File: src/rtl/mdm_pkg.sv
package mdm_pkg;
  localparam int DATA_W = 8;
  localparam int ADDR_W = 3;

  localparam logic [ADDR_W-1:0] A_IER = 3'd1;
  localparam logic [ADDR_W-1:0] A_ISR = 3'd2;
  localparam logic [ADDR_W-1:0] A_MCR = 3'd4;
  localparam logic [ADDR_W-1:0] A_MSR = 3'd6;

  localparam int CB_DTR  = 0;
  localparam int CB_RTS  = 1;
  localparam int CB_OP2  = 3;
  localparam int CB_LOOP = 4;
  localparam int CTRL_W  = 5;

  localparam int EB_MS   = 3;
  localparam int EN_W    = 4;

  localparam int SB_RIE  = 2;
  localparam int SB_DSR  = 5;
  localparam int SB_RI   = 6;
endpackage

File: src/rtl/mdm_sync.sv
module mdm_sync #(
  parameter int W       = 2,
  parameter int STAGES  = 2,
  parameter logic RST_VAL = 1'b1
) (
  input  logic         clk,
  input  logic         rst_n,
  input  logic [W-1:0] d,
  output logic [W-1:0] q
);
  logic [W-1:0] st_q [STAGES];

  always_ff @(posedge clk or negedge rst_n) begin
    if (!rst_n) st_q[0] <= {W{RST_VAL}};
    else        st_q[0] <= d;
  end

  generate
    for (genvar s = 1; s < STAGES; s++) begin : g_stage
      always_ff @(posedge clk or negedge rst_n) begin
        if (!rst_n) st_q[s] <= {W{RST_VAL}};
        else        st_q[s] <= st_q[s-1];
      end
    end
  endgenerate

  assign q = st_q[STAGES-1];
endmodule

File: src/rtl/mdm_chan.sv
module mdm_chan
  import mdm_pkg::*;
(
  input  logic              clk,
  input  logic              rst_n,
  input  logic              wr_en,
  input  logic              rd_en,
  input  logic [ADDR_W-1:0] addr,
  input  logic [DATA_W-1:0] wdata,
  output logic [DATA_W-1:0] rdata,
  input  logic              ri_n_s,
  input  logic              dsr_n_s,
  input  logic              tx_in,
  output logic              tx_pin,
  input  logic              rx_pin,
  output logic              rx_out,
  output logic              dtr_n,
  output logic              rts_n,
  output logic              op2_n,
  output logic              irq
);
  logic [CTRL_W-1:0] mcr_q;
  logic [EN_W-1:0]   ier_q;
  logic              ri_prev_q;
  logic              rie_q;
  logic              ri_rise;
  logic              msr_rd;

  always_ff @(posedge clk or negedge rst_n) begin
    if (!rst_n) begin
      mcr_q <= '0;
      ier_q <= '0;
    end else if (wr_en) begin
      if (addr == A_MCR) mcr_q <= wdata[CTRL_W-1:0];
      if (addr == A_IER) ier_q <= wdata[EN_W-1:0];
    end
  end

  assign ri_rise = ri_n_s & ~ri_prev_q;
  assign msr_rd  = rd_en && (addr == A_MSR);

  always_ff @(posedge clk or negedge rst_n) begin
    if (!rst_n) begin
      ri_prev_q <= 1'b1;
      rie_q     <= 1'b0;
    end else begin
      ri_prev_q <= ri_n_s;
      if (ri_rise)     rie_q <= 1'b1;
      else if (msr_rd) rie_q <= 1'b0;
    end
  end

  assign irq   = rie_q & ier_q[EB_MS];
  assign dtr_n = ~mcr_q[CB_DTR];
  assign rts_n = ~mcr_q[CB_RTS];
  assign op2_n = ~mcr_q[CB_OP2];

  assign tx_pin = mcr_q[CB_LOOP] ? 1'b1 : tx_in;
  assign rx_out = !rst_n ? 1'b1 : (mcr_q[CB_LOOP] ? tx_in : rx_pin);

  always_comb begin
    rdata = '0;
    case (addr)
      A_IER: rdata[EN_W-1:0]   = ier_q;
      A_ISR: rdata[0]          = ~irq;
      A_MCR: rdata[CTRL_W-1:0] = mcr_q;
      A_MSR: begin
        rdata[SB_RIE] = rie_q;
        rdata[SB_DSR] = ~dsr_n_s;
        rdata[SB_RI]  = ~ri_n_s;
      end
      default: rdata = '0;
    endcase
  end

  AST_DTR_WRITE: assert property (@(posedge clk) disable iff (!rst_n)
    (wr_en && addr == A_MCR) |=> (dtr_n == !$past(wdata[CB_DTR])));
  AST_RTS_WRITE: assert property (@(posedge clk) disable iff (!rst_n)
    (wr_en && addr == A_MCR) |=> (rts_n == !$past(wdata[CB_RTS])));
  AST_OP2_WRITE: assert property (@(posedge clk) disable iff (!rst_n)
    (wr_en && addr == A_MCR) |=> (op2_n == !$past(wdata[CB_OP2])));
  AST_IRQ_MASKED: assert property (@(posedge clk) disable iff (!rst_n)
    (wr_en && addr == A_IER && !wdata[EB_MS]) |=> !irq);
  AST_MSR_CLEAR: assert property (@(posedge clk) disable iff (!rst_n)
    (msr_rd && !ri_rise) |=> !rie_q);
endmodule

File: src/rtl/mdm_ctl_dual.sv
module mdm_ctl_dual
  import mdm_pkg::*;
#(
  parameter int NUM_CH      = 2,
  parameter int SYNC_STAGES = 2,
  parameter int CH_W        = (NUM_CH > 1) ? $clog2(NUM_CH) : 1
) (
  input  logic              clk,
  input  logic              rst_n,
  input  logic              cs_n,
  input  logic              rw,
  input  logic [CH_W-1:0]   chan_sel,
  input  logic [ADDR_W-1:0] addr,
  input  logic [DATA_W-1:0] data_in,
  output logic [DATA_W-1:0] data_out,
  output logic              data_oe,
  input  logic [NUM_CH-1:0] dsr_n,
  input  logic [NUM_CH-1:0] ri_n,
  output logic [NUM_CH-1:0] dtr_n,
  output logic [NUM_CH-1:0] rts_n,
  output logic [NUM_CH-1:0] op2_n,
  input  logic [NUM_CH-1:0] tx_in,
  output logic [NUM_CH-1:0] tx_pin,
  input  logic [NUM_CH-1:0] rx_pin,
  output logic [NUM_CH-1:0] rx_out,
  output logic              irq_pull_low
);
  localparam int SYNC_W = 2 * NUM_CH;

  logic [SYNC_W-1:0] sync_q;
  logic [NUM_CH-1:0] ri_s, dsr_s;
  logic [NUM_CH-1:0] ch_irq;
  logic [DATA_W-1:0] ch_rdata [NUM_CH];
  logic              bus_wr, bus_rd;

  mdm_sync #(.W(SYNC_W), .STAGES(SYNC_STAGES), .RST_VAL(1'b1)) u_sync (
    .clk   (clk),
    .rst_n (rst_n),
    .d     ({dsr_n, ri_n}),
    .q     (sync_q)
  );

  assign ri_s  = sync_q[NUM_CH-1:0];
  assign dsr_s = sync_q[SYNC_W-1:NUM_CH];

  assign bus_wr  = !cs_n && !rw;
  assign bus_rd  = !cs_n &&  rw;
  assign data_oe = bus_rd;

  generate
    for (genvar c = 0; c < NUM_CH; c++) begin : g_ch
      logic sel;
      assign sel = (chan_sel == CH_W'(c));
      mdm_chan u_chan (
        .clk     (clk),
        .rst_n   (rst_n),
        .wr_en   (bus_wr && sel),
        .rd_en   (bus_rd && sel),
        .addr    (addr),
        .wdata   (data_in),
        .rdata   (ch_rdata[c]),
        .ri_n_s  (ri_s[c]),
        .dsr_n_s (dsr_s[c]),
        .tx_in   (tx_in[c]),
        .tx_pin  (tx_pin[c]),
        .rx_pin  (rx_pin[c]),
        .rx_out  (rx_out[c]),
        .dtr_n   (dtr_n[c]),
        .rts_n   (rts_n[c]),
        .op2_n   (op2_n[c]),
        .irq     (ch_irq[c])
      );
    end
  endgenerate

  always_comb begin
    data_out = '0;
    for (int c = 0; c < NUM_CH; c++)
      if (bus_rd && chan_sel == CH_W'(c)) data_out = ch_rdata[c];
  end

  assign irq_pull_low = |ch_irq;
endmodule

File: config.mk
export PLATFORM = sky130hd
export DESIGN_NAME = mdm_ctl_dual
export DESIGN_NICKNAME = d
export VERILOG_FILES = /design/src/rtl/mdm_pkg.sv /design/src/rtl/mdm_sync.sv /design/src/rtl/mdm_chan.sv /design/src/rtl/mdm_ctl_dual.sv
export SDC_FILE = /design/constraint.sdc
export NUM_CORES = 1
export LEC_CHECK = 0
export BUFFER_PORTS_ARGS = -buffer_cell sky130_fd_sc_hd__buf_2
export CORE_ASPECT_RATIO = 1.25
export CORE_UTILIZATION = 25
export DETAILED_ROUTE_END_ITERATION = 7
export PLACE_DENSITY_LB_ADDON = 0.15
export SETUP_SLACK_MARGIN = 0.4
export SYNTH_ARGS = -nofsm -noshare
export SYNTH_HDL_FRONTEND = slang
export SYNTH_SLANG_ARGS = --single-unit
export TNS_END_PERCENT = 20
File: constraint.sdc
create_clock -name clk -period 1.7 [get_ports clk]
set_clock_uncertainty 0.05 [all_clocks]
set_input_delay 0.17 -clock clk [delete_from_list [all_inputs] [get_ports clk]]
set_output_delay 0.17 -clock clk [all_outputs]
set_load 0.01 [all_outputs]
# Word level (Yosys, flattened, before mapping)
# Cells that the tools add are included.
[word_totals] regBits=30 input_bits=24 out_inout_bits=20 elab_cells=74
[op_classes] n_eq_ne=4 muxes=24 bitwise=19 reduce_logical=17
[op_table] op="$not 1->1" count=15
[op_table] op="$mux 7" count=2
[op_table] op="$mux 1" count=12
[op_table] op="$pmux 1 s3" count=4
[op_table] op="$logic_and 1x1->1" count=8
[op_table] op="$pmux 1 s2" count=4
[op_table] op="$reduce_and 2->1" count=4
[op_table] op="$eq 3x3->1 const B" count=2
[op_table] op="$and 1x1->1" count=4
[op_table] op="$mux 2" count=2
[op_table] op="$reduce_bool 2->1" count=2
[op_table] op="$eq 3x1->1 const B" count=1
[op_table] op="$eq 3x2->1 const B" count=1
[op_table] op="$logic_not 1->1" count=2
[op_table] op="$reduce_or 2->1" count=1

# Logic depth before layout (Yosys ltp)
# Gate-level depths: netlist of the first run.
[depth] ltp_word=6 depth_mapped=5 ltp_nobuf=5

# Cells and area by module
# From an unflattened synthesis of the first run, not the netlist that was laid out.
[hier_totals] cells_unflattened=156 area_unflattened_um2=1662.8
[by_module_without_submodules] module="mdm_chan" n_inst=2 cells_per_inst=59 area_per_inst_um2=629.4 seq_area_each_um2=276.5
[by_module_without_submodules] module="mdm_sync" n_inst=1 cells_per_inst=12 area_per_inst_um2=240.2 seq_area_each_um2=210.2
[by_module_without_submodules] module="mdm_ctl_dual" n_inst=1 cells_per_inst=26 area_per_inst_um2=163.9 seq_area_each_um2=0.0

# Worst setup path after synthesis of the first run
# Ideal clock, no wire load.
[synth_path] path_kind="reg2out" from="register g_ch[1].u_chan.rie_q" to="output data_out[0]" arrival_ns=1.051 required_ns=1.480 path_slack_ns=0.429 stages_incl_launch_ff=5 path_buffers=0 cell_sequence="dfrtp_1 -> a21oi_1 -> a22o_1 -> a221oi_1 -> nor3b_1"
[synth_via] elab_chain_cells=4
[synth_lines] item="start, declared" line_no="mdm_chan.sv:25" rtl="logic rie_q;"
[synth_lines] item="start signal, assigned" line_no="mdm_chan.sv:45" rtl="rie_q <= 1'b0;"
[synth_lines] item="start signal, assigned" line_no="mdm_chan.sv:48" rtl="if (ri_rise) rie_q <= 1'b1;"
[synth_lines] item="start signal, assigned" line_no="mdm_chan.sv:49" rtl="else if (msr_rd) rie_q <= 1'b0;"
[synth_lines] item="$and 1x1->1" line_no="mdm_chan.sv:53" rtl="assign irq = rie_q & ier_q[EB_MS];"
[synth_lines] item="$not 1->1" line_no="mdm_chan.sv:65" rtl="A_ISR: rdata[0] = ~irq;"
[synth_lines] item="$pmux 1 s3" line_no="mdm_chan.sv:63" rtl="case (addr)"
[synth_lines] item="$mux 7" line_no="mdm_ctl_dual.sv:79" rtl="if (bus_rd && chan_sel == CH_W'(c)) data_out = ch_rdata[c];"
[synth_lines] item="end, declared" line_no="mdm_ctl_dual.sv:15" rtl="output logic [DATA_W-1:0] data_out,"
# No other way between the ends.

# Final worst setup path of the first run
# Same ends and word-level chain as after synthesis.

==> results.txt, run 1 <==
----------------------------------------------------
[Die]
  Die footprint ... 0.00626 mm2
  Number of top-level design ports ... 44
  Starting utilization of the core area ... 25.7%
  Area inside the core boundary ... 0.00578 mm2
  Horiz. Die Dim ... 70.9 um
  Total number of placement rows ... 31
  Die outline height ... 88.2 um

[Timing]
  Portion of the clock cycle consumed by the worst path in the final layout ... 95.4%
  Min setup slack post-route ... 0.0780 ns
  Final setup vio count ... 0
  Setup repair after global routing missed its margin ... yes
  Final-layout setup total negative slack ... 0 ns
  Clock period minus final worst setup slack ... 1.62 ns
  Max frequency ... 617 MHz
  Number of hold-slack violations in the final timing report ... 0
  Worst Hold Slack ... 0.107 ns
  Final count of pins violating max slew ... 0

[Power]
  Final Power ... 2.12 mW
  Leakage power of the design ... 0.879 nW
  Power density relative to cell area ... 1110 mW/mm2
  IR Drop Worst-Case VDD ... 0.377 mV

[Drt]
  Routed wirelength normalized by instance count ... 14.7 um
  Post-DRT Antenna Nets ... 0
  Total via count after detailed routing ... 1123
  Total length of routed wires ... 3.50 mm
  Number of DRC markers in iteration 0 ... 36
  Pre-antenna DRT Iters ... 8
  # DRC ... 6
  Via/cell ratio ... 4.70

[Layout]
  Sequential cell area ... 766 um2
  Share of layout cells above drive strength 1 ... 52.6%
  Inserted Diodes ... 0
  Post-layout net count ... 196
  Post-synthesis to final-layout area growth ... 28.6%
  Number of filler cells placed in the layout ... 598
  Area of the multi-input gates ... 596 um2

[CTS]
  Max H-tree Level ... 2
  Clock-pin slew reported for the worst setup and hold paths after clock tree synthesis ... 0.06 ns
  Clk_lat worst skew ... 0.27 ns
  Sink Count ... 30
  Clock tree from TritonCTS ... done
  Number of buffers between clock root and the deepest sink ... 2
  Clock root cell ... clkbuf_8
  Number of CTS-inserted buffers ... 5

[Setup path]
  Data required time at the worst endpoint ... 1.48 ns
  Peak per-stage delay on the critical path ... 0.44 ns
  Arr. time, crit path ... 1.40 ns
  Slowest library cell on the worst path ... dfrtp_2
  Classification of the worst setup path ... reg -> out
  Element type at the critical path start ... flip-flop
  Crit end category ... primary output
  Ordered list of cells on the worst path ... a21oi_2 -> a22o_1 -> a221oi_2 -> nor3b_1 -> buf_2
  Largest fanout on the critical path ... 4

[Global route]
  Maximum number of pins on one net before global-route repair ... 31
  Total routing usage reported by global routing ... 12.6%
  Antenna violations before repair ... 0
  Grt total ovfl ... 0
  Wire length of the first global-routing pass ... 5.77 mm
  Via count of the first global-routing pass ... 1130

[Synth]
  Sequential area share after synthesis ... 51.4%
  Distinct cells, synth ... 33
  YS warnings ... 0
  Mean Syn Cell Area ... 11.3 um2
  Post-Synthesis Cells ... 131
  Cell area after technology mapping ... 0.00149 mm2
  Top flip-flop cell by instance count after synthesis ... dfrtp_1
  Number of flops mapped to enable cells by yosys ... 0
  Register bit count reported by yosys ... 30
  Share of flip-flops with an asynchronous set or reset ... 100%
  Total nets after synthesis ... 155

[Run status]
  Violations in the final reports ... DRC
  Result of the run ... finished, violations left

[Min path]
  Min-Delay Path Class ... in -> reg

[Placement]
  Worst slack at placement ... 0.160 ns
  HPWL after detailed placement ... 2.59 mm
  Quantity of I/O buffers inserted on ports ... 39
  RePlAce Congestion ... 0.740

[Run]
  Max-capacitance violation count ... 0

----------------------------------------------------
==> per-stage QoR <==
stage               utilization [%]  cell area [um2]  instances
finish                         33.1             1910        239
global route                   33.1             1910        239
CTS                            33.0             1900        239
detailed placement             29.1             1680        224
global placement               29.1             1680        224
floorplan                         -             1490        131
==> final timing paths <==
kind                                                startpoint                                  end  slack, ns  depth (start not counted)
max                           g_ch[1].u_chan.rie_q$_DFFE_PN0P_                          data_out[0]       0.08                          5
min                                                 data_in[4]  g_ch[1].u_chan.mcr_q[4]$_DFFE_PN0P_       0.11                          2
max reg2reg                g_ch[1].u_chan.ier_q[3]$_DFFE_PN0P_  g_ch[1].u_chan.ier_q[3]$_DFFE_PN0P_       0.74                          2
min reg2reg                           u_sync.st_q[4]$_DFF_PN1_                u_sync.q[0]$_DFF_PN1_       0.31                          0
max in group asynchronous                                rst_n                u_sync.q[3]$_DFF_PN1_       0.84                          3
min in group asynchronous                                rst_n  g_ch[1].u_chan.mcr_q[2]$_DFFE_PN0P_       0.44                          3
==> where the power goes <==
group / internal, mW / switching, mW / leakage (nW)
Combinational: 0.181 / 0.162 / 0.455
Sequential: 0.822 / 0.0704 / 0.353
Clock: 0.625 / 0.260 / 0.0714
==> layout by cell type, fill, tap and decap left out, types with 2 or more instances in the layout <==
cell / count
a211oi_1: 2
a21oi_2: 2
a221oi_1: 5
a22o_1: 2
buf_2: 39
buf_4: 5
bufinv_16: 2
clkbuf_8: 6
dfrtp_1: 18
dfrtp_2: 2
dfstp_2: 10
dlygate4sd3_1: 5
inv_1: 11
mux2_2: 18
mux2i_1: 4
nand2_1: 7
nand2b_1: 2
nor2_1: 2
nor2b_1: 3
nor4_1: 3
o21ai_0: 6
or2_2: 2
==> routing by layer <==
layer | GRT usage [%] | part of all wire (%)
met5 | 0 | 0
met4 | 7.27 | 2.0
met3 | 2.99 | 5.1
met1 | 14.3 | 42
met2 | 21.6 | 51
==> logic make-up after synthesis <==
family,Yosys count,synth area share [%]
and+or+nand+nor,27,10.4
AOI/OAI and AO/OA,25,11.8
DFF,30,51.4
buffers and inverters,26,9.77
muxes,22,16.3
other,1,0.252
==> synthesized netlist by cell type (3+ instances only) <==
cell type  instances  area, um2
mux2_2            18        203
nor2b_1            3       18.8
o21ai_0            6       30.0
dfrtp_1           20        500
buf_4             12       90.1
a21oi_1            3       15.0
dfstp_2           10        263
mux2i_1            4       40.0
inv_1             11       41.3
a221oi_1           6       52.6
a211oi_1           3       22.5
nor4_1             3       18.8
nand2_1            7       26.3
==> final cells by class <==
cell class | count | share of cell area, %
Multi-Input combinational cell | 75 | 31.2
Sequential cell | 30 | 40.1
Clock buffer | 6 | 4.32
Timing Repair Buffer | 49 | 14.8
Tap cell | 66 | 4.32
Clock inverter | 2 | 3.14
Inverter | 11 | 2.16
==> what timing repair did <==
item | CTS | global route
hold buffers | 5 | 0
gates resized for setup | 3 | 3
endpoints found under the setup margin | 12 | 12
buffers inserted | 2 | 0
pin swaps | 2 | 0
hold endpoints to repair | 24 | 0
==> critical path: cells and delay by family, from the launching register on <==
kind | cells | cell delay [ns]
AOI/OAI and AO/OA | 3 | 0.35
buffers and inverters | 1 | 0.16
and+or+nand+nor | 1 | 0.18
DFF | 1 | 0.44
==> registers in the layout (all words and copies together), names as in the netlist <==
name,flops
g_ch.u_chan.ri_prev_q,2
u_sync.st_q,4
g_ch.u_chan.rie_q,2
g_ch.u_chan.mcr_q,10
u_sync.q,4
g_ch.u_chan.ier_q,8
Power figures use the tool's default switching activity.
==> run 2: changes to the inputs <==
--- a/config.mk
+++ b/config.mk
@@ -5,6 +5,7 @@
 export SDC_FILE = /design/constraint.sdc
 export NUM_CORES = 1
 export LEC_CHECK = 0
+export ABC_AREA = 1
 export BUFFER_PORTS_ARGS = -buffer_cell sky130_fd_sc_hd__buf_2
 export CORE_ASPECT_RATIO = 1.25
 export CORE_UTILIZATION = 25
==> run 2 against run 1 <==
Net effect:
- the run now ends clean
- routed wire length rose by 3.9%
- die area grew 2.4%
- fmax grew 17%
- setup slack better by 0.24 ns
- count of clock-buffer cells in the layout fell by 1
- first-iteration DRC count up 56%
- synthesized area is 2.4% higher
- combinational power hardly changed
- design area increased by 3.9%
- sequential share of layout area shrank 1.6 points
- largest power group unchanged
==> results.txt, run 2 <==
----------------------------------------------------
[Setup path]
  Slowest library cell on the worst path ... dfrtp_1
  Crit end category ... primary output
  Crit path buffers/inverters ... 1 (unchanged)
  Largest fanout on the critical path ... 3 (-1)
  Ordered list of cells on the worst path ... nand2_2 -> nand3_2 -> nand3_2 -> nand2_1 -> nand2_1 -> buf_2
  Top delay family on crit path ... flip-flops
  Data required time at the worst endpoint ... 1.48 ns (about the same)
  Element type at the critical path start ... flip-flop
  Arr. time, crit path ... 1.16 ns (-0.24 ns)
  Launch point of the critical path ... g_ch[0].u_chan.rie_q$_DFFE_PN0P_
  Peak per-stage delay on the critical path ... 0.42 ns (-0.02 ns)
  Classification of the worst setup path ... reg -> out
  Startpoint of the worst-slack reg-to-reg timing path ... u_sync.q[1]$_DFF_PN1_

[Synth]
  Share of flip-flops with an asynchronous set or reset ... 100% (unchanged)
  Number of flops mapped to enable cells by yosys ... 0 (unchanged)
  Cell area after technology mapping ... 0.00152 mm2 (+2.4%)
  Sequential area share after synthesis ... 50.2% (-1.2 points)
  Mean Syn Cell Area ... 8.60 um2 (-24%)
  Proportion of netlist area held by the largest area contributor ... 32.9% (-0.80 points)
  Total nets after synthesis ... 201 (+30%)
  Top post-synthesis cells by area ... dfrtp_1 33%, dfstp_2 17%, nand2_1 13%
  Most frequent cell after synthesis ... nand2_1
  Post-Synthesis Cells ... 177 (+35%)
  YS warnings ... 0 (unchanged)
  Distinct cells, synth ... 22 (-33%)
  Cell type with the highest aggregate area in the netlist ... dfrtp_1
  Cell types with the highest counts after synthesis ... 53 x nand2_1, 20 x dfrtp_1, 18 x inv_1, 14 x nand3_1, 13 x o21ai_0
  Register bit count reported by yosys ... 30 (unchanged)
  Top flip-flop cell by instance count after synthesis ... dfrtp_1

[Layout]
  Area of the multi-input gates ... 598 um2 (+0.42%)
  Number of filler cells placed in the layout ... 639 (+6.9%)
  Post-layout net count ... 250 (+28%)
  Leading cell types in the layout, fill and taps excluded ... 51 x nand2_1, 37 x buf_2, 20 x dfrtp_1
  Max FFs per register ... 10 (unchanged)
  Post-synthesis to final-layout area growth ... 30.4%
  Leading registers by flop count ... g_ch.u_chan.mcr_q (10), g_ch.u_chan.ier_q (8)
  Top register by number of flip-flops ... g_ch.u_chan.mcr_q
  Leading cell type in the layout, fill and taps excluded ... nand2_1
  Inserted Diodes ... 0 (unchanged)
  Layout Cells excl Fill ... 293 (+23%)
  Share of layout cells above drive strength 1 ... 38.8% (-14 points)
  Sequential cell area ... 763 um2 (-0.33%)

[Power]
  Leakage power of the design ... 1.01 nW (+15%)
  IR Drop Worst-Case VDD ... 0.456 mV (+21%)
  Final Power ... 1.94 mW (-8.5%)
  Power density relative to cell area ... 978 mW/mm2 (-12%)

[Die]
  Die outline height ... 89.2 um (+1.2%)
  Number of top-level design ports ... 44 (unchanged)
  Starting utilization of the core area ... 26.2% (+0.45 points)
  Total number of placement rows ... 31 (unchanged)
  Horiz. Die Dim ... 71.8 um (+1.2%)
  Die footprint ... 0.00640 mm2 (+2.4%)
  Area inside the core boundary ... 0.00582 mm2 (+0.67%)

[Timing]
  Final setup vio count ... 0 (unchanged)
  Slew Limit Headroom ... 61.9%
  Final-layout setup total negative slack ... 0 ns (unchanged)
  Clock period minus final worst setup slack ... 1.38 ns (-0.238 ns)
  Setup repair after global routing missed its margin ... yes
  Number of hold-slack violations in the final timing report ... 0 (unchanged)
  Final count of pins violating max slew ... 0 (unchanged)
  Max frequency ... 723 MHz (+17%)
  Worst Tran Pin Value ... 0.570 ns
  Portion of the clock cycle consumed by the worst path in the final layout ... 81.4% (-14 points)

[Min path]
  Startpoint of the most critical hold path ... data_in[4]
  Min-Delay Path Class ... in -> reg

[Placement]
  RePlAce Congestion ... 0.737 (-0.42%)
  Count of placed standard cells including taps ... 272 (+21%)
  HPWL after detailed placement ... 2.59 mm (-0.25%)
  Quantity of I/O buffers inserted on ports ... 39 (unchanged)

[Global route]
  Grt total ovfl ... 0 (unchanged)
  Via count of the first global-routing pass ... 1160 (+2.7%)
  Maximum number of pins on one net before global-route repair ... 19 (-39%)
  Antenna violations before repair ... 0 (unchanged)
  Total routing usage reported by global routing ... 12.4% (-0.16 points)
  Wire length of the first global-routing pass ... 5.80 mm (+0.59%)

[CTS]
  Max H-tree Level ... 2 (unchanged)
  Clock tree from TritonCTS ... done
  Clock-pin slew reported for the worst setup and hold paths after clock tree synthesis ... 0.07 ns (about the same)
  Clock root cell ... clkbuf_8
  Clk_lat worst skew ... 0.28 ns (about the same)
  Number of CTS-inserted buffers ... 5 (unchanged)
  Sink Count ... 30 (unchanged)
  Number of buffers between clock root and the deepest sink ... 2 (unchanged)

[Drt]
  Via/cell ratio ... 4.39 (-6.5%)
  Pre-antenna DRT Iters ... 4 (-4)
  Routed wirelength normalized by instance count ... 12.4 um (-15%)
  Post-DRT Antenna Nets ... 0 (unchanged)
  Number of DRC markers in iteration 0 ... 56 (+56%)
  # DRC ... 0 (-6)
  Total via count after detailed routing ... 1287 (+15%)
  Total length of routed wires ... 3.64 mm (+3.9%)

[Run]
  Max-capacitance violation count ... 0 (unchanged)

[Run status]
  Result of the run ... completed

----------------------------------------------------
run 2: final cells by class:
type                    count  area share (%)
flip-flops and latches     30            38.5
clock buffers               5            3.47
multi-input cells         114            30.1
well taps                  66            4.16
repair buffers             55            17.5
clock inverters             3            2.27
inverters                  20            4.04
run 2: repair_timing:
| action | CTS | global route |
|---|---|---|
| pin swaps | 5 | 6 |
| setup buffers | 2 | 5 |
| gates resized for setup | 3 | 11 |
| endpoints found under the hold margin | 16 | 0 |
| endpoints found under the setup margin | 9 | 11 |
| hold buffers | 6 | 0 |
run 2: power by group:
part,switching (mW),internal (mW)
registers,0.0645,0.817
logic,0.183,0.157
clock network,0.283,0.435
run 2: tightest hold or removal path: cells and delay by family:
| family | cells | cell delay [ns] |
|---|---|---|
| buf+inv | 2 | 0.17 |
| compound gates | 1 | 0.07 |
run 2: final timing paths:
path / end / slack, ns / depth (start not counted)
max in group asynchronous: g_ch[1].u_chan.ier_q[2]$_DFFE_PN0P_ / 0.80 / 2
min: g_ch[1].u_chan.mcr_q[4]$_DFFE_PN0P_ / 0.11 / 3
max: data_out[0] / 0.32 / 6
min in group asynchronous: g_ch[1].u_chan.mcr_q[1]$_DFFE_PN0P_ / 0.42 / 2
max reg2reg: g_ch[1].u_chan.rie_q$_DFFE_PN0P_ / 0.80 / 2
min reg2reg: u_sync.q[2]$_DFF_PN1_ / 0.31 / 0
run 2: cell families (layout without fill, tap and decap cells):
group	Yosys count	count (layout)	share of synthesized area, %
other cells	1	1	0.246
buf+inv	33	83	12.2
simple gates	88	88	28.9
compound gates	25	25	8.55
flops	30	30	50.2
run 2: per-stage QoR:
stage                     hold WS [ns]  utilization [%]  worst slack [ns]  area, um2
after floorplan                 -0.176                -             0.545       1520
after CTS                        0.110             33.0             0.285       1920
after global routing             0.142             34.1             0.244       1980
final                            0.115             34.1             0.316       1980
after detailed placement        0.0395             29.5             0.278       1720
after global placement          0.0471             29.5             0.280       1720
run 2: metal layers:
| metal | GRT usage (%) | vias up | share of wire (%) |
|---|---|---|---|
| li1 | - | 653 | - |
| met3 | 3.27 | 8 | 4.0 |
| met4 | 5.35 | 0 | 2.1 |
| met2 | 20.0 | 30 | 49 |
| met1 | 15.8 | 596 | 45 |
| met5 | 0 | - | 0 |
==> run 3: changes to the inputs <==
==> constraint.sdc (replaced) <==
create_clock -name clk -period 1.2 [get_ports clk]
set_clock_uncertainty 0.05 [all_clocks]
set_input_delay 0.12 -clock clk [delete_from_list [all_inputs] [get_ports clk]]
set_output_delay 0.12 -clock clk [all_outputs]
set_load 0.01 [all_outputs]
==> run 3 against run 2 <==
Net effect:
- critical path type unchanged
- non-clock buffer count rose by 6
- sequential power rose by 42%
- the run now ends with hold timing, setup timing left
- sequential share of layout area fell by 1.7 points
- setup slack got worse by 0.47 ns
- core utilization rose by 1.6 points
- combinational power rose by 60%
- register-to-register slack got worse by 0.49 ns
- first-iteration DRC count rose by 23%
- clock power rose by 13%
==> results.txt, run 3 (synthesis gave the netlist of run 2 again) <==
----------------------------------------------------
[Run status]
  Result of the run ... finished, violations left
  Violations in the final reports ... hold timing, setup timing

[Timing]
  Setup repair after global routing missed its margin ... yes
  Worst Hold Slack ... -0.0807 ns (-0.196 ns)
  Max frequency ... 737 MHz
  Clock period minus final worst setup slack ... 1.36 ns
  Final count of pins violating max slew ... 0 (unchanged)
  Number of hold-slack violations in the final timing report ... 4 (+4)
  Final setup vio count ... 7 (+7)
  Min setup slack post-route ... -0.157 ns (-0.474 ns)
  Portion of the clock cycle consumed by the worst path in the final layout ... 113%

[Layout]
  Inserted Diodes ... 0 (unchanged)
  Post-layout net count ... 256 (+2.4%)
  Number of filler cells placed in the layout ... 618 (-3.3%)
  Post-synthesis to final-layout area growth ... 36.5%
  Top register by number of flip-flops ... g_ch.u_chan.mcr_q
  Share of layout cells above drive strength 1 ... 42.9% (+4.2 points)
  Leading registers by flop count ... g_ch.u_chan.mcr_q (10), g_ch.u_chan.ier_q (8)
  Leading cell types in the layout, fill and taps excluded ... 49 x nand2_1, 32 x buf_2, 20 x dfrtp_1
  Leading cell type in the layout, fill and taps excluded ... nand2_1
  Max FFs per register ... 10 (unchanged)

[Die]
  Die footprint ... 0.00640 mm2 (unchanged)
  Horiz. Die Dim ... 71.8 um (unchanged)
  Die outline height ... 89.2 um (unchanged)
  Starting utilization of the core area ... 26.2% (unchanged)
  Number of top-level design ports ... 44 (unchanged)
  Area inside the core boundary ... 0.00582 mm2 (unchanged)
  Total number of placement rows ... 31 (unchanged)

[Drt]
  Pre-antenna DRT Iters ... 4 (unchanged)
  # DRC ... 0 (unchanged)
  Total via count after detailed routing ... 1298 (+0.85%)
  Post-DRT Antenna Nets ... 0 (unchanged)
  Number of DRC markers in iteration 0 ... 69 (+23%)
  Total length of routed wires ... 3.79 mm (+4.1%)
  Routed wirelength normalized by instance count ... 12.7 um (+2.0%)
  Via/cell ratio ... 4.34 (-1.2%)

[Setup path]
  Arr. time, crit path ... 1.19 ns (+0.03 ns)
  Startpoint of the worst-slack reg-to-reg timing path ... u_sync.q[1]$_DFF_PN1_
  Classification of the worst setup path ... reg -> out
  Data required time at the worst endpoint ... 1.03 ns (-0.45 ns)
  Largest fanout on the critical path ... 3 (unchanged)
  Slack of the worst reg-to-reg path ... 0.31 ns (-0.49 ns)
  RR Endpoint ... g_ch[1].u_chan.rie_q$_DFFE_PN0P_
  Crit end category ... primary output
  Element type at the critical path start ... flip-flop
  Path depth of the worst reg2reg path ... 3 (+1)

[CTS]
  Clock root cell ... clkbuf_8
  Max H-tree Level ... 2 (unchanged)
  Sink Count ... 30 (unchanged)
  Clock tree from TritonCTS ... done
  Clock-pin slew reported for the worst setup and hold paths after clock tree synthesis ... 0.07 ns (about the same)
  Post-CTS Hold Buffers ... 5 (-1)
  Number of buffers between clock root and the deepest sink ... 2 (unchanged)
  Clk_lat worst skew ... 0.28 ns (about the same)
  Number of CTS-inserted buffers ... 5 (unchanged)

[Power]
  Cell Int Power ... 1.83 mW (+30%)
  Portion of total power attributed to combinational logic ... 20.9% (+3.3 points)
  Final Power ... 2.61 mW (+34%)
  IR Drop Worst-Case VDD ... 0.704 mV (+55%)
  Fraction of power spent switching nets ... 29.7% (+2.3 points)
  Relative contribution of the clock network to total power ... 31.2% (-5.8 points)
  Power density relative to cell area ... 1260 mW/mm2 (+28%)
  Sequential power share ... 47.9% (+2.5 points)
  Net switching component of the power ... 0.775 mW (+46%)
  Leakage power of the design ... 1.06 nW (+4.7%)

[Placement]
  Quantity of I/O buffers inserted on ports ... 39 (unchanged)
  HPWL after detailed placement ... 2.84 mm (+9.7%)
  RePlAce Congestion ... 0.733 (-0.50%)

[Global route]
  Maximum number of pins on one net before global-route repair ... 15 (-4)
  Total routing usage reported by global routing ... 13.4% (+0.95 points)
  Wire length of the first global-routing pass ... 6.15 mm (+5.9%)
  Via count of the first global-routing pass ... 1245 (+7.3%)
  Grt total ovfl ... 0 (unchanged)
  Antenna violations before repair ... 0 (unchanged)

[Min path]
  Min-Delay Path Class ... in -> async

[Run]
  Max-capacitance violation count ... 0 (unchanged)

----------------------------------------------------
-- run 3: changes by cell type in the layout (fill, tap and decap cells not counted), sizes merged --
cell          delta
buf              +5
clkbuf           +2
clkinv           +2
dlygate4sd3      -2
bufinv           -1
clkinvlp         -1
dlymetal6s4s     +1
-- run 3: what timing repair did --
item | in CTS | in global routing
gates resized for setup | 11 | 14
hold endpoints to repair | 24 | 4
pin swaps | 15 | 10
setup buffers | 4 | 3
setup endpoints to repair | 28 | 64
-- run 3: area by class of cell --
| type | count | area (um2) | share of cell area (%) |
|---|---|---|---|
| sequential | 30 | 763 | 36.7 |
| multi-input combinational | 114 | 637 | 30.7 |
| timing repair buffer | 61 | 424 | 20.4 |
| tap | 66 | 82.6 | 3.98 |
| inverter | 20 | 80.1 | 3.86 |
| clock buffer | 5 | 68.8 | 3.31 |
| clock inverter | 3 | 21.3 | 1.02 |
-- run 3: how the worst max path moves through the flow --
stage                                         from     endpoint  slack, ns  depth (start not counted)
2_1_floorplan                              addr[0]  data_out[3]       0.16                          6
3_3_place_gp                               addr[0]  data_out[5]      -0.04                          6
3_5_place_dp                               addr[0]  data_out[6]      -0.03                          8
4_1_cts        g_ch[0].u_chan.ier_q[3]$_DFFE_PN0P_  data_out[0]      -0.16                          6
5_1_grt        g_ch[0].u_chan.ier_q[3]$_DFFE_PN0P_  data_out[0]      -0.22                          6
6_report       g_ch[0].u_chan.ier_q[3]$_DFFE_PN0P_  data_out[0]      -0.16                          6
-- run 3: layer usage --
| metal | up-vias | GRT usage (%) | part of all wire, % |
|---|---|---|---|
| li1 | 669 | - | - |
| met1 | 594 | 15.0 | 43 |
| met2 | 30 | 23.8 | 52 |
| met3 | 5 | 4.51 | 3.4 |
| met4 | 0 | 4.28 | 1.3 |
| met5 | - | 0 | 0 |
-- run 3: power by group through the flow --
| stage | Combinational, mW | Clock, mW | Sequential [mW] |
|---|---|---|---|
| final | 0.546 | 0.812 | 1.25 |
| after global routing | 0.619 | 0.893 | 1.27 |
| after CTS | 0.511 | 0.850 | 1.25 |
| after detailed placement | 0.449 | 0 | 1.27 |
| after global placement | 0.443 | 0 | 1.27 |
| after floorplan | 0.338 | 0 | 1.24 |
-- run 3: worst max-delay path, cell delays in order, from the launching register on --
cell	delay, ns
dfrtp_1	0.42
nand2_2	0.10
nand3_2	0.07
nand3_1	0.08
nand2_1	0.05
nand2_1	0.06
buf_2	0.12
-- run 3: metrics by stage --
step	utilization (%)	setup WS (ns)	instance area (um2)	TNS (ns)	std cells
global route	35.7	-0.222	2080	-1.23	299
detailed placement	30.9	-0.0287	1800	-0.101	279
finish	35.7	-0.157	2080	-0.456	299
floorplan	-	0.163	1550	0	177
CTS	34.5	-0.162	2000	-0.557	296
global placement	30.9	-0.0426	1800	-0.0842	279
